**src/rtl/regwin_pkg.sv**
```systemverilog
// Package: shared widths and the map-mode type for the register window translator.
// Assumes a 4-bit register number whose bits 2 and 3 feed the bank-select logic.
package regwin_pkg;
    localparam int REG_W   = 4;
    localparam int ADDR_W  = 10;
    localparam int BASE_W  = 6;
    localparam int MODE_W  = 3;
    localparam int FIELD_W = 10;

    typedef enum logic [MODE_W-1:0] {
        MAP_LO0  = 3'd0,
        MAP_LO1  = 3'd1,
        MAP_LO2  = 3'd2,
        MAP_LO3  = 3'd3,
        MAP_HI   = 3'd4,
        MAP_NHI  = 3'd5,
        MAP_AND  = 3'd6,
        MAP_OR   = 3'd7
    } map_mode_e;
endpackage

```
**src/rtl/regwin_ctrl.sv**
```systemverilog
// Module: holds the window base and the map mode, each written by its own strobe.
// Assumes the control field is stable while a strobe is high; reset clears both.
module regwin_ctrl
    import regwin_pkg::*;
(
    input  logic               clk,
    input  logic               rst_n,
    input  logic               base_ld,
    input  logic               map_ld,
    input  logic [FIELD_W-1:0] ctl_field,
    output logic [BASE_W-1:0]  base_q,
    output map_mode_e          mode_q
);
    // Capture base and mode from the low bits of the control field.
    always_ff @(posedge clk) begin
        if (!rst_n) begin
            base_q <= '0;
            mode_q <= MAP_LO0;
        end else begin
            if (base_ld) base_q <= ctl_field[BASE_W-1:0];
            if (map_ld)  mode_q <= map_mode_e'(ctl_field[MODE_W-1:0]);
        end
    end

    AST_BASE_HOLD: assert property (@(posedge clk) disable iff (!rst_n)
        !base_ld |=> $stable(base_q));
    AST_MODE_HOLD: assert property (@(posedge clk) disable iff (!rst_n)
        !map_ld |=> $stable(mode_q));
endmodule

```
**src/rtl/regwin_map.sv**
```systemverilog
// Module: combinational register-number to address mapping with window XOR.
// Assumes REG_W is 4 and ADDR_W is 10; the base covers address bits 7:2.
module regwin_map
    import regwin_pkg::*;
(
    input  logic [REG_W-1:0]  reg_num,
    input  map_mode_e         mode,
    input  logic [BASE_W-1:0] base,
    output logic [ADDR_W-1:0] addr
);
    localparam int MID_W = ADDR_W - 2 - 3;

    logic              bank_bit;
    logic [ADDR_W-1:0] mapped;
    logic [ADDR_W-1:0] window;

    // Select the bank bit from register bits 2 and 3 according to the mode.
    always_comb begin
        case (mode)
            MAP_HI:  bank_bit = reg_num[3];
            MAP_NHI: bank_bit = ~reg_num[3];
            MAP_AND: bank_bit = reg_num[2] & reg_num[3];
            MAP_OR:  bank_bit = reg_num[2] | reg_num[3];
            default: bank_bit = reg_num[2];
        endcase
    end

    // Assemble the mapped address and fold in the scaled base.
    always_comb begin
        mapped = {reg_num[3], bank_bit, {MID_W{1'b0}}, reg_num[2:0]};
        window = {{(ADDR_W-BASE_W-2){1'b0}}, base, 2'b00};
        addr   = mapped ^ window;
    end

    // Check that the base never disturbs the bits it does not cover.
    always_comb begin
        AST_TOP_BIT: assert (addr[9] == reg_num[3]);
        AST_LOW_BITS: assert (addr[1:0] == reg_num[1:0]);
    end
endmodule

```
**src/rtl/regwin_ind.sv**
```systemverilog
// Module: request sequencing; direct results pass straight through, indirect
// ones issue one memory read and return the low bits of the read word.
// Assumes memory data arrives exactly one cycle after the read strobe.
module regwin_ind
    import regwin_pkg::*;
#(
    parameter int DATA_W = 16
) (
    input  logic              clk,
    input  logic              rst_n,
    input  logic              op_req,
    input  logic              op_ind,
    input  logic [ADDR_W-1:0] xl_addr,
    input  logic [DATA_W-1:0] mem_rd_data,
    output logic              mem_rd_en,
    output logic [ADDR_W-1:0] mem_rd_addr,
    output logic              res_valid,
    output logic [ADDR_W-1:0] res_addr,
    output logic              busy
);
    logic wait_q;
    logic accept;

    // Accept a request only while no indirect read is outstanding.
    always_comb begin
        accept      = op_req && !wait_q;
        mem_rd_en   = accept && op_ind;
        mem_rd_addr = xl_addr;
        res_valid   = (accept && !op_ind) || wait_q;
        res_addr    = wait_q ? mem_rd_data[ADDR_W-1:0] : xl_addr;
        busy        = wait_q;
    end

    // Track the single wait cycle of an indirect translation.
    always_ff @(posedge clk) begin
        if (!rst_n) wait_q <= 1'b0;
        else        wait_q <= accept && op_ind;
    end

    AST_DIRECT_NOW: assert property (@(posedge clk) disable iff (!rst_n)
        (op_req && !op_ind && !busy) |-> (res_valid && !mem_rd_en));
    AST_READ_THEN_VALID: assert property (@(posedge clk) disable iff (!rst_n)
        mem_rd_en |=> (res_valid && busy));
    AST_NO_READ_BUSY: assert property (@(posedge clk) disable iff (!rst_n)
        busy |-> !mem_rd_en);
    AST_ONE_WAIT: assert property (@(posedge clk) disable iff (!rst_n)
        busy |=> !busy);
endmodule

```
**src/rtl/regwin_xlate.sv**
```systemverilog
// Module: top of the banked register address translator.
// Assumes a synchronous memory read port with one cycle of latency.
module regwin_xlate
    import regwin_pkg::*;
#(
    parameter int DATA_W = 16
) (
    input  logic               clk,
    input  logic               rst_n,
    input  logic               base_ld,
    input  logic               map_ld,
    input  logic [FIELD_W-1:0] ctl_field,
    input  logic               op_req,
    input  logic [REG_W-1:0]   op_reg,
    input  logic               op_ind,
    output logic               mem_rd_en,
    output logic [ADDR_W-1:0]  mem_rd_addr,
    input  logic [DATA_W-1:0]  mem_rd_data,
    output logic               res_valid,
    output logic [ADDR_W-1:0]  res_addr,
    output logic               busy
);
    logic [BASE_W-1:0] base_q;
    map_mode_e         mode_q;
    logic [ADDR_W-1:0] xl_addr;

    regwin_ctrl u_ctrl (
        .clk       (clk),
        .rst_n     (rst_n),
        .base_ld   (base_ld),
        .map_ld    (map_ld),
        .ctl_field (ctl_field),
        .base_q    (base_q),
        .mode_q    (mode_q)
    );

    regwin_map u_map (
        .reg_num (op_reg),
        .mode    (mode_q),
        .base    (base_q),
        .addr    (xl_addr)
    );

    regwin_ind #(.DATA_W(DATA_W)) u_ind (
        .clk         (clk),
        .rst_n       (rst_n),
        .op_req      (op_req),
        .op_ind      (op_ind),
        .xl_addr     (xl_addr),
        .mem_rd_data (mem_rd_data),
        .mem_rd_en   (mem_rd_en),
        .mem_rd_addr (mem_rd_addr),
        .res_valid   (res_valid),
        .res_addr    (res_addr),
        .busy        (busy)
    );
endmodule

```
**config.mk**
```make
export PLATFORM = sky130hd
export DESIGN_NAME = regwin_xlate
export DESIGN_NICKNAME = d
export VERILOG_FILES = /design/src/rtl/regwin_pkg.sv /design/src/rtl/regwin_ctrl.sv /design/src/rtl/regwin_map.sv /design/src/rtl/regwin_ind.sv /design/src/rtl/regwin_xlate.sv
export SDC_FILE = /design/constraint.sdc
export NUM_CORES = 1
export LEC_CHECK = 0
export CAP_MARGIN = 20
export CORE_UTILIZATION = 30
export DETAILED_ROUTE_END_ITERATION = 10
export PLACE_DENSITY = 0.8
export SYNTH_ARGS = -nofsm -noshare
export SYNTH_HDL_FRONTEND = slang
export SYNTH_SLANG_ARGS = --single-unit
```
**constraint.sdc**
```tcl
create_clock -name clk -period 1.45 [get_ports clk]
set_clock_uncertainty 0.1 [all_clocks]
set_input_delay 0.145 -clock clk [delete_from_list [all_inputs] [get_ports clk]]
set_output_delay 0.145 -clock clk [all_outputs]
set_load 0.02 [all_outputs]
```
=== After elaboration in Yosys (flattened, before gate mapping) ===
Cells that the tools add are included.

* Latch bits: 0
* Output and inout bits: 23
* Bits of input ports: 36
* ROM bits: 0
* Bits in writable memories: 0
* Memories: 0
* Word-level logic and storage cells: 19
* Bits in registers: 10

* Shift operators: 0
* Multipliers: 0
* Equal/unequal tests: 4
* Multiplexer cells: 2
* Bitwise gates (word level): 4
* Divide/modulo/power cells: 0
* $add $sub $neg: 0
* $lt $le $gt $ge: 0
* Reduce and logical (&&, ||, !) cells: 6

{| class="wikitable"
|+ Operators with widths
! operator !! number
|-
| 3-bit == test, second input constant || 4
|-
| 10-bit 2-to-1 mux || 1
|-
| 10-bit by 8-bit bitwise XOR with 10-bit output || 1
|-
| 1-bit one-hot mux with 4 select lines || 1
|-
| 1-bit logical AND || 3
|-
| 1-bit logical NOT || 2
|-
| 1-bit AND || 1
|-
| 1-bit logical OR || 1
|-
| 1-bit inverter || 1
|-
| 1-bit bitwise OR || 1
|}

=== Logic depth before layout (Yosys ltp) ===
Gate-level depths: netlist of run 1.

* Depth in word-level cells: 4
* Gate-level depth with buffers: 4
* Depth with buffers taken out: 3

=== Hierarchy ===
A second synthesis of run 1 with hierarchy kept.

* Cells, all modules: 73
* Area, all modules: 729.4 um^2

{| class="wikitable"
|+ Modules (own cells, without submodules)
! module !! cells an instance !! seq. area each (um^2) !! area each (um^2) !! times used
|-
| regwin_ctrl || 28 || 180.2 || 337.8 || 1
|-
| regwin_ind || 27 || 20.0 || 272.8 || 1
|-
| regwin_map || 18 || 0.0 || 118.9 || 1
|}

=== Worst setup path before layout of run 1 ===
No wires, ideal clock.

* Path type: register to output
* From: reg u_ind.wait_q, in the netlist u_ind.busy
* To: out res_addr[8]
* Cell stages (with the launch flop): 3
* Slack: 0.048 ns
* Required time: 1.205 ns
* Buffers on the path: 1
* Arrival time: 1.157 ns
* Cells stage by stage: dfxtp_1 > buf_6 > o41ai_2

* Word-level cells in the longest chain between the ends: 1

{| class="wikitable"
|+ RTL lines
! item !! RTL line !! RTL
|-
| from (decl) || regwin_ind.sv:21 || <nowiki>logic wait_q;</nowiki>
|-
| from (signal assigned) || regwin_ind.sv:37 || <nowiki>else wait_q <= accept && op_ind;</nowiki>
|-
| 10-bit 2-to-1 mux || regwin_ind.sv:30 || <nowiki>res_addr = wait_q ? mem_rd_data[ADDR_W-1:0] : xl_addr;</nowiki>
|-
| to (decl) || regwin_xlate.sv:20 || <nowiki>output logic [ADDR_W-1:0] res_addr,</nowiki>
|}

No other way between the ends.

=== Worst setup path in the final report of run 1 ===
Same ends and word-level chain as after synthesis.

==> results.md, run 1 <==
- Leading area contributor after synthesis: dfxtp_1
- RSZ-0062 raised after global routing: yes
- Largest family of logic cells by synthesized area: multiplexers
- Setup_tns: -0.3537 ns
- CP Capture Point: res_addr[8]
- Post-Synth Adder-Cell Area: 0%
- Final Hold Fails: 0
- Clock buffer count from CTS: 3
- Core Region: 1982 sq um
- Post-synth top area share: between 30 and 40%
- Critical-path top delay cell: o41ai_4
- Number of fill cells: ~170
- Post-Syn Area: 639.4 sq um
- Final ANT Viol Nets: 0
- Buffers on Ports: 48
- R2r startpoint: u_ind.busy$_SDFF_PN0_
- FF+latch count, synth: 10
- DRT Pass-1 Iters: 3
- Largest net degree at the start of global routing: 11
- Syn_nets: 99
- Power per Cell Area: 677.4 nW/um^2
- Placer Congestion: 0.7070
- Compound-cell area share of the yosys netlist: between 6 and 7%
- Mean area per synthesized cell: 10.15 sq um
- Worst R2R End: u_ind.busy$_SDFF_PN0_
- Worst setup path startpoint: u_ind.busy$_SDFF_PN0_
- WS Path Type: register to primary output
- Cell count after synthesis: 63
- Total track usage: 13.29%
- Cell variety after synth: 19
- Die height: 48.17 microns
- WHS: roughly 0.42 ns
- Post-synthesis simple-gate area fraction: 17.22%
- H-tree levels: 1
- First-pass GRT wire length: 2132 microns
- Min Tclk post-route: approximately 1.6 ns
- Leakage: 0.5574 nW
- Root Buffer: clkbuf_4
- Reg-to-reg slack, setup: 0.44 ns
- CP arrival: 1.35 ns
- Post-route DRC: 0
- Fmax: about 0.63 GHz
- Critical-path cell list: buf_6, buf_12, o41ai_4, buf_4
- CTS tree: yes
- Final Max Slew Viols: 0
- WL final: 1721 microns
- Final #Nets: 149
- Die area: 2320 sq um
- Area growth, synth to finish: 87.67%
- Status: finished with violations
- Starting Density: 32.26%
- Critical path capture point type: primary output
- Relative slew slack: 82.32%
- Reg2reg path depth: 4
- Share of layout cells above drive strength 1: 36.94%
- # rows: 16
- CP Launch Type: register
- Failing checks: setup timing
- Hold Crit Class: primary input to register
- # clock sinks: 10
- Worst-Margin Slew: around 0.26 ns
- Routed vias/inst: approximately 4.5
- Chip width: 48.17 microns
- Crit path required time: around 1.2 ns
- Max incr delay on CP: 0.34 ns
- Detailed placement HPWL: between 1000 and 1500 microns
- Largest cells by area after synthesis: dfxtp_1 31%, mux2_2 16%, mux2i_1 14%, buf_4 11%, nor2b_1 8.8%
- Setup Viol. Count Final: 5
- YS warnings: 0
- Grt total ovfl: 0
- Vias in the first global route: 538
- Via count: between 600 and 700
- Iter 0 DRT Violations: 1
- Clk pin slew, worst setup/hold paths: 0.06 ns
- Final worst slack: -0.1457 ns
- Tcrit/Tclk final: 110.0%
- Post-synthesis mux area share: 29.94%
- Worst-Skew Late Latency: 0.25 ns
- # diodes: 0
- Max Cap Viol: 0
- DR WL/cell: 12.47 microns
- Peak VDD IR: approximately 0.45 mV
- Initial antenna violation count: 0
- Io pins: just under 60
- Xor/xnor cell area share of the yosys netlist: 1.370%
- Post-synthesis sequential area ratio: between 30% and 40%
- Maximum fanout along the worst path: 4
- Max clock buf depth: 2
- Pre-CTS setup slack: -0.5786 ns
## repair_timing
action / 4_1_cts / 5_1_grt
gates cloned: 0 / 0
hold endpoints to repair: 0 / 0
resized for setup: 72 / 28
hold buffers: 0 / 0
buffers inserted: 2 / 1
endpoints found under the setup margin: 23 / 13
## cells by family after synthesis
family	after synthesis
AOI/OAI and AO/OA	4
muxes	18
buffers and inverters	12
and+or+nand+nor	18
xor gates and xnor gates	1
DFF	10
## where the power goes
part	internal, mW	switching (mW)
registers	0.292	0.0131
logic	0.195	0.139
clock network	0.0949	0.0783
total	0.582	0.231
## state kept, by name (all words and copies together) (netlist names)
signal         count
u_ctrl.mode_q      3
u_ind.busy         1
u_ctrl.base_q      6
## worst min path at each step
stage / from / to / slack (ns) / cells after the start
2_1_floorplan: rst_n / u_ind.busy$_SDFF_PN0_ / 0.17 / 1
3_3_place_gp: u_ctrl.base_q[3]$_SDFFE_PN0P_ / u_ctrl.base_q[3]$_SDFFE_PN0P_ / 0.42 / 2
3_5_place_dp: u_ctrl.base_q[5]$_SDFFE_PN0P_ / u_ctrl.base_q[5]$_SDFFE_PN0P_ / 0.44 / 2
4_1_cts: ctl_field[5] / u_ctrl.base_q[5]$_SDFFE_PN0P_ / 0.41 / 3
5_1_grt: ctl_field[3] / u_ctrl.base_q[3]$_SDFFE_PN0P_ / 0.46 / 3
6_report: ctl_field[5] / u_ctrl.base_q[5]$_SDFFE_PN0P_ / 0.42 / 3
## cell type report
class | count | area [sq um] | area share, %
clock buffers | 3 | 22.52 | 1.877
inverters | 1 | 3.754 | 0.3128
multi-input cells | 41 | 391.6 | 32.64
flip-flops and latches | 10 | 203.9 | 17.00
well taps | 27 | 33.78 | 2.815
repair buffers | 56 | 544.3 | 45.36
## Yosys cell counts (all sizes together)
cell type / instances
buf: 11
dfxtp: 10
mux2: 9
mux2i: 9
nor2b: 9
nand2b: 3
a21oi: 2
nand2: 2
a21o: 1
and2: 1
and4b: 1
inv: 1
nor2: 1
nor3: 1
o41ai: 1
xor2: 1
## layer usage
| layer | global-route usage [%] | vias up | wire length (microns) |
|---|---|---|---|
| li1 | - | 304 | - |
| met4 | 5.000 | 0 | 0 |
| met3 | 3.333 | 0 | 173 |
| met2 | 26.40 | 36 | 896 |
| met1 | 12.84 | 285 | 651 |
| met5 | 0 | - | 0 |
## placed cells by master (no fill, tap or decap), types with 3 or more instances in the layout
cell type and count:
clkbuf_4 3, dfxtp_2 3, dlygate4sd2_1 10, dfxtp_1 7
mux2i_1 9, mux2_4 7, buf_4 7, clkdlybuf4s50_1 24
buf_6 11, nor2b_1 9
## through the flow
stage	cells	power, mW	instance area [sq um]	util [%]
final	138	0.8128	1200	60.54
after global routing	138	0.8611	1200	60.54
after floorplan	63	0.4681	639.4	-
after detailed placement	132	0.6265	1107	55.87
after global placement	132	0.6208	1107	55.87
after CTS	137	0.7748	1100	55.49
## critical path, delay by kind of cell, from the launching register on
kind | cells | cell delay [ns]
buffers and inverters | 3 | 0.43
AO/OA/AOI/OAI | 1 | 0.34
flip-flops | 1 | 0.33
(Power assumes the default switching activity.)
==> inputs of run 2 (changes only) <==
GPL_TIMING_DRIVEN = 1   (was not set)
clock period = 1.6 ns   (was 1.45 ns; I/O delays follow)
==> run 2 against run 1 <==
  * The flow now finishes without violations
  * Non-clock buffer count fell by 4
  * Flip-flop and latch count did not move
  * Clock-buffer cell count did not move
  * Worst hold slack improved by 0.011 ns
  * Via count fell by 5.9%
  * Sequential power fell by 9.5%
  * Power fell by 15%
  * Global-route usage fell by 0.066 points
  * Sequential share of layout area rose by 1.8 points
  * Core utilization fell by 6.0 points
  * Critical path type unchanged
  * Critical endpoint is now res_addr[5]
==> results.md, run 2 (synthesized netlist as in run 1, its figures left out) <==
- Status: finished, final reports clean (was finished with violations)
- Switching pwr: 0.1963 mW (was 0.2309 mW)
- Io pins: 59 (unchanged)
- CP Launch Type: register (unchanged)
- # clock sinks: 10 (unchanged)
- Commonest non-fill, non-tap cell in the layout: clkdlybuf4s50_1 (unchanged)
- Tcrit/Tclk final: 97.32%
- Layout Cells excl Fill: 134 (was 138)
- Die height: 48.17 microns (unchanged)
- Core Region: 1982 sq um (unchanged)
- Starting Density: 32.26% (unchanged)
- Fmax: 0.6422 GHz
- Critical path capture point type: primary output (unchanged)
- WS Path Type: register to primary output (unchanged)
- RSZ-0062 raised after global routing: no (was yes)
- Power, Total: 0.6912 mW (was 0.8128 mW)
- CTS tree: yes (unchanged)
- Area growth, synth to finish: 69.08% (was 87.67%)
- # rows: 16 (unchanged)
- Die area: 2320 sq um (unchanged)
- Leakage: 0.4944 nW (was 0.5574 nW)
- Vias in the first global route: 534 (was 538)
- Crit path required time: 1.34 ns (was 1.21 ns)
- Pre-CTS setup slack: -0.5000 ns (was -0.5786 ns)
- Most frequent cells in the layout: 30 x clkdlybuf4s50_1, 9 x mux2_2, 9 x mux2i_1, 9 x nor2b_1, 9 x buf_2 (was 24 x clkdlybuf4s50_1, 11 x buf_6, 10 x dlygate4sd2_1)
- Largest Register: u_ctrl.base_q (unchanged)
- Placed inst area: 1100 sq um (was 1107 sq um)
- Reg power frac: 40.0% (was 37.5%)
- Reg2reg path depth: 3 (was 4)
- Clock buffer count from CTS: 3 (unchanged)
- Setup_tns: 0 ns (was -0.3537 ns)
- Buffers on Ports: 48 (unchanged)
- Hold path startpoint: ctl_field[5] (unchanged)
- WL final: 1585 microns (was 1721 microns)
- Hold Crit Depth: 3 (unchanged)
- Internal power: 0.4949 mW (was 0.5819 mW)
- Final Max Slew Viols: 0 (unchanged)
- Maximum fanout along the worst path: 6 (was 4)
- Clk pin slew, worst setup/hold paths: 0.06 ns (about the same)
- Post-route cell area: 1081 sq um (was 1200 sq um)
- Setup Viol. Count Final: 0 (was 5)
- Relative slew slack: 74.61% (was 82.32%)
- DRT Pass-1 Iters: 2 (was 3)
- Max clock buf depth: 2 (unchanged)
- Worst R2R End: u_ind.busy$_SDFF_PN0_ (unchanged)
- R2r startpoint: u_ind.busy$_SDFF_PN0_ (unchanged)
- H-tree levels: 1 (unchanged)
- Root Buffer: clkbuf_4 (unchanged)
- Hold Crit Class: primary input to register (unchanged)
- Post-route DRC: 0 (unchanged)
- Max Cap Viol: 0 (unchanged)
- Detailed placement HPWL: 1198 microns (was 1210 microns)
- Hold Crit Endpoint: u_ctrl.base_q[5]$_SDFFE_PN0P_ (unchanged)
- Reg-to-reg slack, setup: 0.74 ns (was 0.44 ns)
- Via count: 588 (was 625)
- Cell count after placement: 131 (was 132)
- Comb power frac: 37.4% (was 41.1%)
- Power per Cell Area: 639.4 nW/um^2 (was 677.4 nW/um^2)
- Routed vias/inst: 4.388 (was 4.529)
- Largest net degree at the start of global routing: 11 (unchanged)
- First-pass GRT wire length: 2125 microns (was 2132 microns)
- Final #Nets: 145 (was 149)
- Peak VDD IR: 0.3282 mV (was 0.4523 mV)
- Final Hold Fails: 0 (unchanged)
- CP arrival: 1.30 ns (was 1.35 ns)
- Worst-Margin Slew: 0.3796 ns (was 0.2644 ns)
- Total track usage: 13.23% (was 13.29%)
- Final ANT Viol Nets: 0 (unchanged)
- Worst-Skew Late Latency: 0.25 ns (about the same)
- Share of layout cells above drive strength 1: 30.84% (was 36.94%)
- Max reg flops: 6 (unchanged)
- Initial antenna violation count: 0 (unchanged)
- DR WL/cell: 11.83 microns (was 12.47 microns)
- Chip width: 48.17 microns (unchanged)
- Final worst slack: 0.04291 ns (was -0.1457 ns)
- Clock power share: 22.7% (was 21.3%)
- # diodes: 0 (unchanged)
- Sw Share: 28.40% (about the same)
- Grt total ovfl: 0 (unchanged)
- Iter 0 DRT Violations: 4 (was 1)
- Placer Congestion: 0.7061 (was 0.7070)
- Min Tclk post-route: ~1.6 ns
run 2: routing by layer:
metal	global-route usage, %	routed length [microns]	vias up
met5	0	0	-
met4	5.000	0	0
met3	2.593	170	0
met2	25.60	791	36
met1	13.77	623	257
li1	-	-	295
run 2: worst max-delay path by stage:
stage | end | slack [ns] | start
floorplan | res_addr[8] | 0.18 | u_ind.busy$_SDFF_PN0_
global placement | res_addr[8] | -0.45 | op_reg[3]
detailed placement | res_addr[8] | -0.50 | op_reg[3]
CTS | busy | 0.004 | u_ind.busy$_SDFF_PN0_
global route | res_addr[5] | 0.001 | u_ind.busy$_SDFF_PN0_
finish | res_addr[5] | 0.04 | u_ind.busy$_SDFF_PN0_
run 2: worst max-delay path, cell delays in order, from the launching register on:
cell and delay (ns):
dfxtp_2 0.34, buf_6 0.12, mux2_2 0.33, clkdlybuf4s15_2 0.25
run 2: power groups by stage:
stage / Clock [mW] / Combinational [mW] / Sequential [mW]
2_1_floorplan: 0 / 0.144 / 0.280
3_3_place_gp: 0 / 0.281 / 0.280
3_5_place_dp: 0 / 0.285 / 0.281
4_1_cts: 0.166 / 0.265 / 0.276
5_1_grt: 0.180 / 0.278 / 0.279
6_report: 0.157 / 0.258 / 0.276
run 2: metrics by stage:
stage                     util (%)  hold WS [ns]
after floorplan                  -        0.1817
after global placement       55.49        0.4188
after detailed placement     55.49        0.4290
after CTS                    55.81        0.4232
after global routing         54.55        0.4469
final                        54.55        0.4310
run 2: cell type report:
cell class,instances,area [sq um]
sequential,10,202.7
clock buffer,3,22.52
inverter,1,3.754
fill,183,900.9
multi-input combinational,41,351.6
tap,27,33.78
timing repair buffer,52,466.7
run 2: what timing repair did:
action | in CTS | in global routing
hold buffers | 0 | 0
gates resized for setup | 49 | 8
hold endpoints to repair | 0 | 0
buffers inserted | 0 | 0
setup endpoints to repair | 16 | 7
==> inputs of run 3 (changes only) <==
CAP_MARGIN = not set   (was 20)
==> results of run 3 <==
No change in the layout: final DEF, timing and power equal those of run 2.
